`src/rtl/bkpt_pkg.sv`:
```
package bkpt_pkg;
  localparam int unsigned DW     = 32;
  localparam int unsigned LINK_W = 4;

  // writable control bits: 28:24, 22:14, 8:5, 2:0
  localparam logic [DW-1:0] CTRL_WMASK = 32'h1F7F_C1E7;
  localparam int unsigned   CTX_BIT    = 21;

  localparam logic [2:0] MT_ADDR     = 3'b000;
  localparam logic [2:0] MT_ADDR_LNK = 3'b001;
  localparam logic [2:0] MT_CTX      = 3'b010;
  localparam logic [2:0] MT_CTX_LNK  = 3'b011;
  localparam logic [2:0] MT_MIS      = 3'b100;
  localparam logic [2:0] MT_MIS_LNK  = 3'b101;

  typedef enum logic [1:0] {
    MODE_USER  = 2'd0,
    MODE_SUPV  = 2'd1,
    MODE_SYS   = 2'd2,
    MODE_OTHER = 2'd3
  } cpu_mode_e;

  typedef struct packed {
    logic [4:0]        msk;
    logic [2:0]        mtype;
    logic [LINK_W-1:0] link;
    logic [1:0]        sec;
    logic [3:0]        lanes;
    logic [1:0]        mcond;
    logic              en;
  } ctrl_t;

  function automatic ctrl_t decode_ctrl(input logic [DW-1:0] r);
    ctrl_t c;
    c.msk   = r[28:24];
    c.mtype = r[22:20];
    c.link  = r[19:16];
    c.sec   = r[15:14];
    c.lanes = r[8:5];
    c.mcond = r[2:1];
    c.en    = r[0];
    return c;
  endfunction
endpackage

```
`src/rtl/bkpt_regbank.sv`:
```
module bkpt_regbank
  import bkpt_pkg::*;
#(
  parameter int unsigned NUM_PAIRS = 6,
  parameter int unsigned CTX_FIRST = 4,
  parameter int unsigned SEL_W     = 4
) (
  input  logic             clk,
  input  logic             rst,
  input  logic             we,
  input  logic [SEL_W-1:0] sel,
  input  logic             is_ctrl,
  input  logic [DW-1:0]    wdata,
  output logic [DW-1:0]    rdata,
  output logic [DW-1:0]    ctrl_q  [NUM_PAIRS],
  output logic [DW-1:0]    value_q [NUM_PAIRS]
);
  localparam int unsigned IDX_W = (NUM_PAIRS > 1) ? $clog2(NUM_PAIRS) : 1;

  logic             sel_ok;
  logic [IDX_W-1:0] sel_idx;

  assign sel_ok  = (int'(sel) < int'(NUM_PAIRS));
  assign sel_idx = sel[IDX_W-1:0];

  for (genvar p = 0; p < NUM_PAIRS; p++) begin : g_pair
    localparam logic [DW-1:0] KEEP = (p < CTX_FIRST) ?
                                     (CTRL_WMASK & ~(DW'(1) << CTX_BIT)) : CTRL_WMASK;
    always_ff @(posedge clk) begin
      if (rst) begin
        ctrl_q[p]  <= '0;
        value_q[p] <= '0;
      end else if (we && (sel == SEL_W'(p))) begin
        if (is_ctrl) ctrl_q[p]  <= wdata & KEEP;
        else         value_q[p] <= wdata;
      end
    end
  end

  always_ff @(posedge clk) begin
    if (rst)         rdata <= '0;
    else if (!sel_ok) rdata <= '0;
    else if (is_ctrl) rdata <= ctrl_q[sel_idx];
    else              rdata <= value_q[sel_idx];
  end

  AST_RSVD_ZERO: assert property (@(posedge clk) disable iff (rst)
    $past(is_ctrl) |-> ((rdata & ~CTRL_WMASK) == '0));
endmodule

```
`src/rtl/bkpt_pair_eval.sv`:
```
module bkpt_pair_eval
  import bkpt_pkg::*;
#(
  parameter bit CTX_CAP = 1'b0
) (
  input  logic [DW-1:0] ctrl,
  input  logic [DW-1:0] value,
  input  logic [DW-1:0] iva,
  input  logic          cpu_secure,
  input  logic [1:0]    cpu_mode,
  input  logic [DW-1:0] ctx_id,
  input  logic          link_ok,
  output logic          hit,
  output logic          lctx_ok
);
  ctrl_t         c;
  logic [DW-1:0] amask;
  logic          addr_eq, lane_ok, addr_hit;
  logic          sec_ok, mode_ok, state_ok, ctx_eq;

  assign c = decode_ctrl(ctrl);

  // mask of ignored low address bits; bits 1:0 are always ignored
  assign amask    = (c.msk >= 5'd3) ? ~({DW{1'b1}} << c.msk) : DW'(3);
  assign addr_eq  = (((iva ^ value) & ~amask) == '0);
  assign lane_ok  = c.lanes[iva[1:0]];
  assign addr_hit = addr_eq && lane_ok;

  if (CTX_CAP) begin : g_ctx
    assign ctx_eq = (value == ctx_id);
  end else begin : g_noctx
    assign ctx_eq = 1'b0;
  end

  always_comb begin
    unique case (c.sec)
      2'b00:   sec_ok = 1'b1;
      2'b01:   sec_ok = !cpu_secure;
      2'b10:   sec_ok = cpu_secure;
      default: sec_ok = 1'b0;
    endcase
    unique case (c.mcond)
      2'b00:   mode_ok = (cpu_mode != MODE_OTHER);
      2'b01:   mode_ok = (cpu_mode != MODE_USER);
      2'b10:   mode_ok = (cpu_mode == MODE_USER);
      default: mode_ok = 1'b1;
    endcase
  end

  assign state_ok = c.en && sec_ok && mode_ok;
  assign lctx_ok  = c.en && (c.mtype == MT_CTX_LNK) && ctx_eq;

  always_comb begin
    unique case (c.mtype)
      MT_ADDR:     hit = state_ok && addr_hit;
      MT_ADDR_LNK: hit = state_ok && addr_hit && link_ok;
      MT_CTX:      hit = state_ok && ctx_eq;
      MT_MIS:      hit = state_ok && !addr_hit;
      MT_MIS_LNK:  hit = state_ok && !addr_hit && link_ok;
      default:     hit = 1'b0;
    endcase
  end

  AST_RSVD_TYPE_QUIET: assert final (!(hit && (c.mtype[2:1] == 2'b11)));
endmodule

```
`src/rtl/bkpt_prio.sv`:
```
module bkpt_prio #(
  parameter int unsigned N  = 6,
  parameter int unsigned IW = 3
) (
  input  logic [N-1:0]  req,
  output logic          any,
  output logic [IW-1:0] idx
);
  assign any = |req;

  always_comb begin
    idx = '0;
    for (int i = N - 1; i >= 0; i--) begin
      if (req[i]) idx = IW'(i);
    end
  end
endmodule

```
`src/rtl/bkpt_match_unit.sv`:
```
module bkpt_match_unit
  import bkpt_pkg::*;
#(
  parameter int unsigned NUM_PAIRS = 6,
  parameter int unsigned CTX_FIRST = 4,
  parameter int unsigned SEL_W     = 4,
  parameter int unsigned IDX_W     = 3
) (
  input  logic             clk,
  input  logic             rst,
  input  logic             cfg_we,
  input  logic [SEL_W-1:0] cfg_sel,
  input  logic             cfg_is_ctrl,
  input  logic [31:0]      cfg_wdata,
  output logic [31:0]      cfg_rdata,
  input  logic             iva_valid,
  input  logic [31:0]      iva,
  input  logic             cpu_secure,
  input  logic [1:0]       cpu_mode,
  input  logic [31:0]      ctx_id,
  output logic             bp_hit,
  output logic [IDX_W-1:0] bp_index
);
  localparam int unsigned LINK_SPAN = 2 ** LINK_W;

  logic [DW-1:0]        ctrl_q  [NUM_PAIRS];
  logic [DW-1:0]        value_q [NUM_PAIRS];
  logic [NUM_PAIRS-1:0] pair_hit, lctx_vec, link_ok;
  logic [LINK_SPAN-1:0] lctx_pad;
  logic                 any_hit;
  logic [IDX_W-1:0]     win_idx;

  bkpt_regbank #(
    .NUM_PAIRS(NUM_PAIRS), .CTX_FIRST(CTX_FIRST), .SEL_W(SEL_W)
  ) regs_i (
    .clk(clk), .rst(rst), .we(cfg_we), .sel(cfg_sel), .is_ctrl(cfg_is_ctrl),
    .wdata(cfg_wdata), .rdata(cfg_rdata), .ctrl_q(ctrl_q), .value_q(value_q)
  );

  // unused link slots stay zero, so links past the bank never qualify
  assign lctx_pad = LINK_SPAN'(lctx_vec);

  for (genvar p = 0; p < NUM_PAIRS; p++) begin : g_pair
    logic [LINK_W-1:0] lk;
    assign lk         = ctrl_q[p][19:16];
    assign link_ok[p] = lctx_pad[lk] && (lk != LINK_W'(p));

    bkpt_pair_eval #(.CTX_CAP(p >= CTX_FIRST)) eval_i (
      .ctrl(ctrl_q[p]), .value(value_q[p]), .iva(iva),
      .cpu_secure(cpu_secure), .cpu_mode(cpu_mode), .ctx_id(ctx_id),
      .link_ok(link_ok[p]), .hit(pair_hit[p]), .lctx_ok(lctx_vec[p])
    );
  end

  bkpt_prio #(.N(NUM_PAIRS), .IW(IDX_W)) prio_i (
    .req(pair_hit), .any(any_hit), .idx(win_idx)
  );

  always_ff @(posedge clk) begin
    if (rst) begin
      bp_hit   <= 1'b0;
      bp_index <= '0;
    end else begin
      bp_hit   <= iva_valid && any_hit;
      bp_index <= (iva_valid && any_hit) ? win_idx : '0;
    end
  end

  AST_IDX_RANGE: assert property (@(posedge clk) disable iff (rst)
    bp_hit |-> (int'(bp_index) < int'(NUM_PAIRS)));
  AST_HIT_NEEDS_STROBE: assert property (@(posedge clk) disable iff (rst)
    bp_hit |-> $past(iva_valid));
  AST_RESET_QUIET: assert property (@(posedge clk) disable iff (rst)
    $past(rst) |-> (!bp_hit && bp_index == '0));
  AST_IDLE_INDEX_ZERO: assert property (@(posedge clk) disable iff (rst)
    !bp_hit |-> (bp_index == '0));
endmodule

```
`config.mk`:
```
export PLATFORM = sky130hd
export DESIGN_NAME = bkpt_match_unit
export DESIGN_NICKNAME = d
export VERILOG_FILES = /design/src/rtl/bkpt_pkg.sv /design/src/rtl/bkpt_regbank.sv /design/src/rtl/bkpt_pair_eval.sv /design/src/rtl/bkpt_prio.sv /design/src/rtl/bkpt_match_unit.sv
export SDC_FILE = /design/constraint.sdc
export NUM_CORES = 1
export LEC_CHECK = 0
export CORE_AREA = 5 5 270 272
export CTS_CLUSTER_DIAMETER = 80
export DETAILED_ROUTE_END_ITERATION = 12
export DIE_AREA = 0 0 275 277
export SYNTH_ARGS = -nofsm -noshare
export SYNTH_HDL_FRONTEND = slang
export SYNTH_HIERARCHICAL = 1
export SYNTH_SLANG_ARGS = --single-unit
```
`constraint.sdc`:
```
create_clock -name clk -period 5.35 [get_ports clk]
set_input_delay 1.3375 -clock clk [delete_from_list [all_inputs] [get_ports clk]]
set_output_delay 1.3375 -clock clk [all_outputs]
set_load 0.05 [all_outputs]
```
==> results_dict.tcl, run 1 <==
set metrics [dict create \
    status "finished, final reports clean" \
    synth_cells 2523 \
    num_rows 98 \
    die-area_sq_mm 0.0762 \
    drt_pass1_iterations 6 \
    grt_pass1_wl_mm 140 \
    dp_hpwl_mm 66.2 \
    core_sq_mm 0.0705 \
    cts_inserted_buffers 40 \
    finalPower_mw 6.27 \
    vias 21788 \
    cap_violations 0 \
    gr-total-overflow 0 \
    worstMarginPinSlew_ps 1150 \
    grt_use_total_pct 24.0 \
    min_period_over_period_pct 92.1 \
    p_sw_share_pct 28.5 \
    cts_tree "done" \
    crit_fanout 4 \
    h-tree-depth 2 \
    num_io_pins 144 \
    power.internal_mw 4.49 \
    wire_per_inst_um 27.8 \
    final_cell_mix "a21oi_1 (365), dfxtp_1 (350), nand3_1 (223)" \
    drt-total-wl_mm 97.0 \
    clkTransAtPathRegs_ps 60 \
    hold_viol 0 \
    gp_congestion 0.996 \
    max_freq_ghz 0.203 \
    period_minus_slack_ps 4930 \
    final_cells 3490 \
    antenna_found_initial 5 \
    ir_drop_v 0.000171 \
    viasPerCell 6.24 \
    final_common_cell "a21oi_1" \
    die_y_um 277 \
    syn_area_sq_mm 0.0217 \
    first_global_vias 20025 \
    ant_nets 0 \
    finalSetupViolations 0 \
    p_comb_share_pct 13.0 \
    syn_area_per_cell_sq_um 8.61 \
    rsz0062_at_grt "false" \
    drt-initial-drc-count 3245 \
    cts.sinks 350 \
    initial_core_util_pct 30.8 \
    relSlewSlack_pct 23.1 \
    crit_chain "clkdlybuf4s50_1 > xor2_1 > nor4_1 > nand4_1 > or4_1 > nor4_2 > buf_4 > and2_1 > o221ai_1 > a221oi_1 > nand2b_1 > nand4b_1 > nor3_1 > nand2b_1 > mux2i_1 > buf_4 > or4_1 > or3_1 > nand2_1 > nor2_1 > and2_1" \
    yosysWarnings 6 \
    seq_power_share_pct 42.3 \
    drv_slew 0 \
    drc 0 \
    cts_resized 0 \
    cp.arrival_ps 5440 \
    io_buffers 143 \
    clock_latency_ps 590 \
    switchingPower_mw 1.78 \
    dp_cells 3415 \
    critical_path_class "primary input to register" \
    slowest_stage "clkdlybuf4s50_1" \
    clkPwrFrac_pct 44.8 \
    power.density_mw_per_mm2 252 \
    clock_path_buffers 3 \
    worst_ep_required_time_ps 5870 \
    die_x_um 275 \
    post_cts_buffers 0 \
    fin_setup_tns_ps 0 \
    min_path_type "register to register" \
    syn_to_final_growth_pct 14.7 \
    nNetsFinal 2615 \
    power.leakage_nw 7.79 \
    layout-drive-gt1-share_pct 13.1 \
    start_kind "primary input" \
    cpPeakStageDelay_ps 490 \
    grt_max_degree 152 \
    cp-end-kind "register" \
    cts_hold_buf 0 \
    root_buffer "clkbuf_16" \
    finClkSkew_ps 22.3 \
]
critical path: cells and delay by family:
kind            cells  cell delay [ps]
buf+inv             3              840
simple gates       14             2480
xor+xnor            1              200
mux                 1              160
compound gates      2              410
sequential cells by signal, summed over array words and instances, names as in the netlist:
signal,count
bp_hit,1
bp_index,3
regs_i/ctrl_q,122
regs_i/rdata,32
regs_i/value_q,192
layout make-up:
class                   count  area [sq um]
diodes                      3          7.51
clock buffers              64          1220
clock inverters             8          81.3
fillers                  7213         45600
inverters                  21          81.3
multi-input cells        1868         13200
flip-flops and latches    350          7010
well taps                 950          1190
repair buffers            226          2120
power groups by stage:
stage	registers [mW]	logic [mW]	clock network (mW)
floorplan	2.70	0.437	0
global placement	2.71	0.789	0
detailed placement	2.71	0.785	0
CTS	2.65	0.788	2.83
global route	2.65	0.837	2.94
finish	2.65	0.813	2.81
metal layers:
| layer | track usage (%) | part of all wire, % | vias up |
|---|---|---|---|
| li1 | - | - | 9458 |
| met1 | 31.7 | 39 | 10701 |
| met2 | 37.2 | 45 | 1355 |
| met3 | 4.17 | 9.8 | 270 |
| met4 | 13.0 | 6.5 | 4 |
| met5 | 0 | 0.015 | - |
final timing paths:
| path | slack [ps] | endpoint | start | cells after the start |
|---|---|---|---|---|
| setup reg to reg | 1130 | bp_index[2] | regs_i/value_q[50] | 19 |
| hold / removal | 480 | regs_i/value_q[96] | regs_i/value_q[96] | 2 |
| setup / recovery | 420 | bp_index[2] | ctx_id[0] | 21 |
| hold reg to reg | 480 | regs_i/value_q[96] | regs_i/value_q[96] | 2 |
stage by stage:
stage	hold WS (ps)	setup slack, ps	util, %	area [sq um]
2_1_floorplan	450	923	-	21700
3_3_place_gp	469	-123	33.5	23600
3_5_place_dp	471	-24.2	33.5	23600
4_1_cts	481	524	35.3	24900
5_1_grt	497	205	35.3	24900
6_report	484	422	35.3	24900
Note: power is estimated with default switching activity, not from simulation.
==> run 2, diff against run 1 <==
--- a/config.mk
+++ b/config.mk
@@ -9,6 +9,7 @@
 export CTS_CLUSTER_DIAMETER = 80
 export DETAILED_ROUTE_END_ITERATION = 12
 export DIE_AREA = 0 0 275 277
+export REMOVE_ABC_BUFFERS = 1
 export SYNTH_ARGS = -nofsm -noshare
 export SYNTH_HDL_FRONTEND = slang
 export SYNTH_HIERARCHICAL = 1
==> results_dict.tcl, run 2 (same netlist as run 1, synthesis figures left out) <==
set metrics [dict create \
    vias 21418 \
    cap_violations 0 \
    multiInputGateArea_sq_mm 0.0132 \
    die-area_sq_mm 0.0762 \
    syn_to_final_growth_pct 15.9 \
    postLayoutCellArea_sq_mm 0.0252 \
    final_cell_mix "a21oi_1 (365), dfxtp_1 (350), nand3_1 (223)" \
    r2r_slack_ps 1190 \
    cp.arrival_ps 5560 \
    power.density_mw_per_mm2 258 \
    num_io_pins 144 \
    drv_slew 0 \
    die_y_um 277 \
    viasPerCell 6.14 \
    hold_end "regs_i/value_q[161]" \
    post_cts_buffers 0 \
    wire_per_inst_um 27.4 \
    slowest_stage "clkdlybuf4s50_1" \
    ir_drop_v 0.000241 \
    reg2reg_to "bp_index[0]" \
    cts_hold_buf 0 \
    relSlewSlack_pct 19.3 \
    power.leakage_nw 7.90 \
    cts.sinks 350 \
    drc 0 \
    reg2reg_depth 20 \
    drt-initial-drc-count 2902 \
    finClkSkew_ps 24.1 \
    worstMarginPinSlew_ps 1210 \
    crit_fanout 4 \
    dp_hpwl_mm 65.7 \
    gp_congestion 1.00 \
    rsz0062_at_grt "false" \
    hold_ws_ps 483 \
    reg.largest.list "regs_i/value_q: 192 flops, regs_i/ctrl_q: 122 flops, regs_i/rdata: 32 flops" \
    grt_pass1_wl_mm 140 \
    gr-total-overflow 0 \
    grt_max_degree 153 \
    min_period_over_period_pct 94.3 \
    worstHoldStart "regs_i/value_q[161]" \
    die_x_um 275 \
    min_path_type "register to register" \
    cpPeakStageDelay_ps 520 \
    fillers 7279 \
    r2r_start "regs_i/value_q[18]" \
    start_kind "primary input" \
    clkTransAtPathRegs_ps 60 \
    critical_path_buf_inv_count 3 \
    core_sq_mm 0.0705 \
    hold_viol 0 \
    crit_chain "clkdlybuf4s50_1 > xor2_1 > nor4_1 > buf_4 > nand4_1 > or4_1 > nor4_2 > buf_4 > mux2i_1 > a2111oi_2 > a31o_1 > nand2b_1 > nand4b_1 > nor3_2 > nand2b_1 > mux2i_1 > or4_1 > or3_1 > nand2_1 > nor2_1 > and2_1" \
    top_register "regs_i/value_q" \
    hold_depth 2 \
    layout-drive-gt1-share_pct 13.3 \
    finalPower_mw 6.51 \
    num_rows 98 \
    initial_core_util_pct 30.8 \
    crit_start "ctx_id[0]" \
    max_freq_ghz 0.198 \
    critical_path_class "primary input to register" \
    io_buffers 143 \
    root_buffer "clkbuf_16" \
    first_global_vias 20065 \
    placedInstanceArea_sq_mm 0.0237 \
    clock_latency_ps 590 \
    antenna_found_initial 4 \
    status "finished, final reports clean" \
    cts_inserted_buffers 42 \
    worst_ep_required_time_ps 5860 \
    grt_use_total_pct 23.9 \
    final_common_cell "a21oi_1" \
    cts_tree "done" \
    drt-total-wl_mm 95.7 \
    ff_latch_area_sq_mm 0.00701 \
    cp-end-kind "register" \
    finalSetupViolations 0 \
    clock_path_buffers 3 \
    critPathTopFamily "simple AND/OR/NAND/NOR gates" \
    period_minus_slack_ps 5050 \
    h-tree-depth 2 \
    drt_pass1_iterations 6 \
    largest_reg_flops 192 \
    ant_nets 0 \
    cts_resized 0 \
    nNetsFinal 2613 \
]
-- run 2: changes by cell type in the layout (fill, tap and decap cells not counted), sizes merged --
| cell | before | now |
|---|---|---|
| clkinv | 4 | 10 |
| buf | 86 | 83 |
| clkinvlp | 2 | 1 |
| bufinv | 1 | 4 |
| clkbuf | 65 | 62 |
| diode | 3 | 1 |
| inv | 22 | 21 |
-- run 2: worst min-delay path, cell delays in order (launching register included) --
cell and delay (ps):
dfxtp_1 300, o21ai_1 70, a21oi_1 60
-- run 2: layer usage --
metal	share of wire, %	global-route usage [%]	vias up
met3	10	5.78	206
met1	42	33.7	10508
li1	-	-	9482
met4	3.8	8.21	6
met2	44	35.8	1216
met5	0.049	0	-
-- run 2: area by class of cell --
class                   instances  share of cell area (%)
diodes                          1                 0.00994
clock buffers                  62                    4.92
clock inverters                15                   0.850
inverters                      21                   0.328
multi-input cells            1868                    52.6
flip-flops and latches        350                    27.8
well taps                     950                    4.72
repair buffers                222                    8.71
-- run 2: worst max-delay path by stage --
stage,to,depth (start not counted),slack [ps]
finish,bp_index[0],21,300
global route,bp_index[0],21,20
CTS,bp_index[0],21,310
detailed placement,bp_index[2],21,-270
global placement,bp_index[0],21,-180
floorplan,regs_i/ctrl_q[0],3,-3920
-- run 2: where the power goes --
| part | switching [mW] | total (mW) | internal, mW |
|---|---|---|---|
| combinational | 0.573 | 0.825 | 0.252 |
| sequential | 0.0264 | 2.65 | 2.62 |
| clock | 1.22 | 3.03 | 1.81 |
| total | 1.82 | 6.51 | 4.68 |
-- run 2: metrics by stage --
step           util [%]  TNS (ps)  std cells  setup WS, ps
2_1_floorplan         -   -804700       2239         -3920
3_3_place_gp       33.6      -691       3411          -177
3_5_place_dp       33.6     -1050       3411          -267
4_1_cts            35.7         0       3488           306
5_1_grt            35.7         0       3488          20.8
6_report           35.7         0       3489           304
